File: config.mk
export PLATFORM = sky130hd
export DESIGN_NAME = crc16_mmio
export DESIGN_NICKNAME = d
export VERILOG_FILES = /design/src/rtl/crc16_pkg.sv /design/src/rtl/crc16_step.sv /design/src/rtl/crc16_ctrl.sv /design/src/rtl/crc16_mmio.sv
export SDC_FILE = /design/constraint.sdc
export NUM_CORES = 1
export LEC_CHECK = 0
export CAP_MARGIN = 20
export CORE_MARGIN = 2
export CORE_UTILIZATION = 25
export CTS_BUF_LIST = sky130_fd_sc_hd__clkbuf_16
export DETAILED_ROUTE_END_ITERATION = 10
export DONT_BUFFER_PORTS = 1
export SLEW_MARGIN = 20
export SYNTH_ARGS = -nofsm -noshare
export SYNTH_HDL_FRONTEND = slang
export SYNTH_SLANG_ARGS = --single-unit
File: constraint.sdc
create_clock -name clk_i -period 2 [get_ports clk_i]
set_clock_uncertainty 0.2 [all_clocks]
set_input_delay 0.4 -clock clk_i [delete_from_list [all_inputs] [get_ports clk_i]]
set_output_delay 0.4 -clock clk_i [all_outputs]
set_load 0.01 [all_outputs]
File: src/rtl/crc16_pkg.sv
package crc16_pkg;
  typedef enum logic [1:0] {
    SEL_RES_LO = 2'd0,
    SEL_RES_HI = 2'd1,
    SEL_FEED   = 2'd2,
    SEL_NONE   = 2'd3
  } reg_sel_e;

  function automatic reg_sel_e decode_sel(input logic [1:0] addr);
    case (addr)
      2'd0:    decode_sel = SEL_RES_LO;
      2'd1:    decode_sel = SEL_RES_HI;
      2'd2:    decode_sel = SEL_FEED;
      default: decode_sel = SEL_NONE;
    endcase
  endfunction
endpackage

File: src/rtl/crc16_step.sv
// Folds BITS data bits into the CRC, LSB first, reflected polynomial.
module crc16_step #(
  parameter int unsigned W    = 16,
  parameter int unsigned BITS = 4,
  parameter logic [W-1:0] POLY = 16'h8408
) (
  input  logic [W-1:0]    crc_i,
  input  logic [BITS-1:0] dat_i,
  output logic [W-1:0]    crc_o
);
  logic [W-1:0] chain [0:BITS];

  assign chain[0] = crc_i;

  for (genvar i = 0; i < BITS; i++) begin : g_bit
    logic fb;
    assign fb = chain[i][0] ^ dat_i[i];
    assign chain[i+1] = (chain[i] >> 1) ^ ({W{fb}} & POLY);
  end

  assign crc_o = chain[BITS];
endmodule

File: src/rtl/crc16_ctrl.sv
// Sequencer: per-byte step counter, one-entry holding slot, overflow.
module crc16_ctrl #(
  parameter int unsigned W      = 16,
  parameter int unsigned BYTE_W = 8,
  parameter int unsigned BITS   = 4,
  parameter logic [W-1:0] POLY  = 16'h8408
) (
  input  logic              clk_i,
  input  logic              rst_ni,
  input  logic              feed_i,
  input  logic              cancel_i,
  input  logic [BYTE_W-1:0] byte_i,
  input  logic [W-1:0]      seed_i,
  output logic              busy_o,
  output logic              done_o,
  output logic [W-1:0]      result_o,
  output logic              ovf_o
);
  localparam int unsigned STEPS = BYTE_W / BITS;
  localparam int unsigned CNT_W = (STEPS > 1) ? $clog2(STEPS) : 1;
  localparam logic [CNT_W-1:0] LAST_CNT = CNT_W'(STEPS - 1);

  logic              active_q;
  logic [CNT_W-1:0]  cnt_q;
  logic [BYTE_W-1:0] sh_q;
  logic [W-1:0]      work_q;
  logic              hold_v_q;
  logic [BYTE_W-1:0] hold_d_q;
  logic              ovf_q;
  logic [W-1:0]      nxt;
  logic              last;

  crc16_step #(.W(W), .BITS(BITS), .POLY(POLY)) u_step (
    .crc_i (work_q),
    .dat_i (sh_q[BITS-1:0]),
    .crc_o (nxt)
  );

  assign last = active_q && (cnt_q == LAST_CNT);

  always_ff @(posedge clk_i or negedge rst_ni) begin
    if (!rst_ni) begin
      active_q <= 1'b0;
      cnt_q    <= '0;
      sh_q     <= '0;
      work_q   <= '0;
      hold_v_q <= 1'b0;
      hold_d_q <= '0;
      ovf_q    <= 1'b0;
    end else if (cancel_i) begin
      active_q <= 1'b0;
      cnt_q    <= '0;
      hold_v_q <= 1'b0;
      ovf_q    <= 1'b0;
    end else if (!active_q) begin
      if (feed_i) begin
        active_q <= 1'b1;
        cnt_q    <= '0;
        sh_q     <= byte_i;
        work_q   <= seed_i;
      end
    end else if (!last) begin
      cnt_q  <= cnt_q + 1'b1;
      work_q <= nxt;
      sh_q   <= sh_q >> BITS;
      if (feed_i) begin
        if (hold_v_q) begin
          ovf_q <= 1'b1;
        end else begin
          hold_v_q <= 1'b1;
          hold_d_q <= byte_i;
        end
      end
    end else begin
      // final step: chain straight into the next byte when one is waiting
      cnt_q  <= '0;
      work_q <= nxt;
      if (hold_v_q) begin
        sh_q     <= hold_d_q;
        hold_v_q <= feed_i;
        hold_d_q <= byte_i;
      end else if (feed_i) begin
        sh_q <= byte_i;
      end else begin
        active_q <= 1'b0;
      end
    end
  end

  assign busy_o   = active_q;
  assign done_o   = last && !cancel_i;
  assign result_o = nxt;
  assign ovf_o    = ovf_q;
endmodule

File: src/rtl/crc16_mmio.sv
module crc16_mmio #(
  parameter int unsigned BYTE_W       = 8,
  parameter int unsigned BITS_PER_CYC = 4,
  parameter logic [2*BYTE_W-1:0] POLY = 16'h8408
) (
  input  logic              clk_i,
  input  logic              rst_ni,
  input  logic              we_i,
  input  logic [1:0]        addr_i,
  input  logic [BYTE_W-1:0] wdata_i,
  output logic [BYTE_W-1:0] rdata_o,
  output logic              busy_o,
  output logic              ovf_o
);
  import crc16_pkg::*;

  localparam int unsigned CRC_W = 2 * BYTE_W;

  reg_sel_e          sel;
  logic              wr_lo;
  logic              wr_hi;
  logic              wr_feed;
  logic [CRC_W-1:0]  crc_q;
  logic [BYTE_W-1:0] feed_q;
  logic              done;
  logic [CRC_W-1:0]  result;

  assign sel     = decode_sel(addr_i);
  assign wr_lo   = we_i && (sel == SEL_RES_LO);
  assign wr_hi   = we_i && (sel == SEL_RES_HI);
  assign wr_feed = we_i && (sel == SEL_FEED);

  crc16_ctrl #(
    .W      (CRC_W),
    .BYTE_W (BYTE_W),
    .BITS   (BITS_PER_CYC),
    .POLY   (POLY)
  ) u_ctrl (
    .clk_i    (clk_i),
    .rst_ni   (rst_ni),
    .feed_i   (wr_feed),
    .cancel_i (wr_lo || wr_hi),
    .byte_i   (wdata_i),
    .seed_i   (crc_q),
    .busy_o   (busy_o),
    .done_o   (done),
    .result_o (result),
    .ovf_o    (ovf_o)
  );

  always_ff @(posedge clk_i or negedge rst_ni) begin
    if (!rst_ni) begin
      crc_q  <= '0;
      feed_q <= '0;
    end else begin
      if (wr_lo)       crc_q[BYTE_W-1:0]     <= wdata_i;
      else if (wr_hi)  crc_q[CRC_W-1:BYTE_W] <= wdata_i;
      else if (done)   crc_q                 <= result;
      if (wr_feed)     feed_q                <= wdata_i;
    end
  end

  always_comb begin
    case (sel)
      SEL_RES_LO: rdata_o = crc_q[BYTE_W-1:0];
      SEL_RES_HI: rdata_o = crc_q[CRC_W-1:BYTE_W];
      SEL_FEED:   rdata_o = feed_q;
      default:    rdata_o = '0;
    endcase
  end
endmodule

==> results.md <==
- The number of top-level pins is 23.
- For the final routed database, the setup TNS stands at 0 ns.
- The startpoint class of the critical path is a flop.
- The post-detailed-route wirelength per cell is 17.1 µm.
- The worst-path cell with the longest stage delay is sky130_fd_sc_hd__o21ai_0.
- The area share of the largest cell type after synthesis is 0.489.
- The number of flops mapped to enable cells by yosys is 0.
- The maximum level of the CTS H-tree is 3.
- The number of placed instances with taps included is 445.
- The async set-reset flop share out of synthesis is 1.00.
- By area the synthesized netlist is led by sky130_fd_sc_hd__dfrtp_1 (49%), sky130_fd_sc_hd__mux2_2 (7.0%), sky130_fd_sc_hd__mux2i_1 (5.9%).
- The synthesized netlist contains 39 unique library cells.
- The flow ran to the end, but the final reports show violations.
- Across the whole layout, storage elements account for 0.00150 mm².
- The area of the die is 0.0132 mm².
- The antenna diode instance count is 0.
- Hold timing on the final database bottoms out at a slack of -0.431 ns.
- Prior to clock tree synthesis, the placed netlist has a worst setup slack of 0.204 ns.
- The final critical-path required period is 1.82 ns.
- Summed over all instances, the cell type with the most area after synthesis is sky130_fd_sc_hd__dfrtp_1.
- Summed over all layers, the global routing overflow is 0.
- The slew at the pin closest to its max-slew limit is 0.579 ns.
- No sink is reached through more buffers than the 2 on the longest clock path.
- The total stage count of the critical path is 2.
- The number of setup buffers added after CTS is 0.
- Dividing the final minimum period by the clock period gives 0.912.
- At the end of the flow, the number of nets in the layout was 327.
- Headroom to the max-slew limit came out at 0.611.
- For this block, the via count after detailed routing is 2,292.
- The max-capacitance violation count is 0.
- STA puts the critical path data required time at 1.40 ns.
- The largest net degree at the start of global routing is 61.
- For the worst setup path, the data arrival time is 1.22 ns.
- For this configuration, the core starts out at a cell density of 0.256.
- On the worst path, the slowest cell contributes a delay of 0.41 ns.
- For this run, the total global-route usage over all layers was measured as 0.130.
- In this run, post-CTS hold repair placed 5 buffers.
- The count of nets left with antenna violations once routing finished came out at 0.
- The class of the tightest hold or removal check is input pin to asynchronous set/reset pin.
- Summing all multi-input logic gate instances after layout gives 0.00147 mm².
- The flip-flop and latch count after synthesis is 60.
- The count of buffers inserted at the top-level ports is 0.
- Counting every instance in the synthesized netlist gives 301.
- The final number of hold-violating endpoints came to 60.
- The worst setup path is captured at an output port.
- IR analysis of the VDD net gives a maximum drop of 0.529 mV.
- The congestion estimate from routability-driven global placement came to 0.823.
- The critical path goes through mux2i_1 -> o21ai_0.
- The checks that failed: hold timing.
- The predominant post-synthesis flop cell is sky130_fd_sc_hd__dfrtp_1.
- The count of routing violations after the opening detailed-route iteration is 218.
- The number of CTS-inserted buffers is 9.
- Clock-pin slew was measured on the worst setup and hold paths at 0.05 ns.
- The number of antenna violations at the first check in global routing came to 0.
- The number of vias per cell after detailed routing is 4.92.
- Setup violations remaining at the end of the flow were counted as 0.
- The critical path buffer and inverter count is 0.
- The highest clock frequency the design can meet is 548 MHz.
- In the final layout, the share of cells above drive strength 1 is 0.176.
- The die span in x is 115 µm.
- The detailed-router iteration count before antenna repair is 4.
- The average size of a mapped cell is 10.2 µm².
- The critical path in this run is classified as flop to output port.
- For this block, the routed nets add up to 7970 µm of wire.
- The layout has 1,271 filler cells.
- The number of cells upsized or downsized after cts is 0.
- Overall power consumption after layout is estimated at 5.15 mW.
- The static leakage is 1.51 nW.
- The sequential cell area fraction in the yosys report is 0.489.
- The first global-routing pass estimated 13,000 µm of wire.
- For this run, design rule violations remaining after detail routing come to 0.
- Grouping stages by cell kind, the critical path spends the most delay in compound AO/OA/AOI/OAI gates.
- The number of clock sinks is 60.
- Of all nets on the critical path, the largest fanout is 3.
- When the netlist entered floorplanning its net count stood at 314.
- The sum of net half-perimeters after detailed placement is 5610 µm.
- The clock root buffer master is sky130_fd_sc_hd__clkbuf_16.
- The number of standard cells in the layout, taps in and fillers out is 466.
- For the worst-skew pair, the clock arrives at the later sink with an insertion delay of 0.32 ns.
- The via count of the first global-routing pass is 2,322.
- The ratio of total power to cell area is 1430 mW/mm².
- The total count of max-transition violations in the final report is 0.
- In this run the standard cell core region covers 0.0120 mm².
- The number of core rows is 40.
- After layout, the worst setup slack is 0.176 ns.
- After synthesis the cells add up to 0.00307 mm².
- The Yosys step of the flow raised 0 warnings.
- TritonCTS built the clock tree.
- The most frequent cell after synthesis is sky130_fd_sc_hd__dfrtp_1.
- The growth of design area from synthesis to finish is 17.0%.
- The path depth of the worst reg2reg path is 3.
- Setup repair after global routing left no endpoint under its margin.
- After synthesis, the most frequently instantiated cells are sky130_fd_sc_hd__dfrtp_1 (60), sky130_fd_sc_hd__nand2_1 (34), sky130_fd_sc_hd__nor2_1 (28).
- The die span in y is 115 µm.
[worst register-to-register path, delay by kind of cell (launching register included)]
kind	cells	cell delay (ns)
DFF	1	0.57
muxes	1	0.37
and+or+nand+nor	2	0.55
[state kept, by name, indices dropped and copies added (netlist names)]
signal,cells
u_ctrl.busy_o,1
u_ctrl.sh_q,8
u_ctrl.cnt_q,1
u_ctrl.hold_v_q,1
crc_q,16
u_ctrl.ovf_o,1
u_ctrl.work_q,16
u_ctrl.hold_d_q,8
feed_q,8
[kinds of logic (layout without fill, tap and decap cells)]
group,count (synthesis),in the layout,share of synthesized area
buf+inv,18,36,0.0314
mux,37,37,0.128
xor+xnor,16,16,0.0456
simple gates,100,100,0.158
compound gates,70,70,0.148
flops,60,60,0.489
[stage by stage]
step	utilization	hold WS (ns)	cell area, µm²
after global routing	0.299	-0.443	3590
after detailed placement	0.272	-0.0940	3270
after CTS	0.299	-0.437	3590
after floorplan	-	-0.0956	3070
after global placement	0.272	-0.0938	3270
final	0.299	-0.431	3590
[per-layer routing]
| layer | part of all wire | global-route usage |
|---|---|---|
| met1 | 0.45 | 0.174 |
| met2 | 0.47 | 0.199 |
| met3 | 0.068 | 0.0464 |
| met4 | 0.0072 | 0.0402 |
| met5 | 0 | 0 |
[worst paths after layout]
path,startpoint,slack [ns],end
max,crc_q[10],0.18,rdata_o[2]
min,rst_ni,-0.43,u_ctrl.ovf_o
max reg2reg,u_ctrl.busy_o,0.20,u_ctrl.hold_d_q[5]
min reg2reg,u_ctrl.work_q[12],0.30,u_ctrl.work_q[12]
max in group asynchronous,rst_ni,1.90,u_ctrl.sh_q[6]
min in group clk_i,addr_i[1],0.01,u_ctrl.hold_v_q
[cells in the final DEF (no fill, tap or decap), types with 11 or more instances in the layout]
cell / count
sky130_fd_sc_hd__dfrtp_1: 60
sky130_fd_sc_hd__nand2_1: 34
sky130_fd_sc_hd__nor2_1: 28
sky130_fd_sc_hd__o21ai_0: 21
sky130_fd_sc_hd__mux2_2: 19
sky130_fd_sc_hd__mux2i_1: 18
sky130_fd_sc_hd__a221o_1: 13
sky130_fd_sc_hd__a21oi_1: 12
sky130_fd_sc_hd__nor2b_1: 11
sky130_fd_sc_hd__buf_4: 11
[power breakdown]
| part | total [mW] | internal (mW) | switching, mW |
|---|---|---|---|
| clock | 1.37 | 0.827 | 0.544 |
| combinational | 1.64 | 0.812 | 0.831 |
| sequential | 2.14 | 1.71 | 0.429 |
[cell type report]
type / count / area share
repair buffers: 17 / 0.0425
flip-flops and latches: 60 / 0.418
well taps: 147 / 0.0512
clock buffers: 9 / 0.0627
multi-input cells: 223 / 0.410
inverters: 3 / 0.00314
clock inverters: 7 / 0.0122
Power figures use the tool's default switching activity.
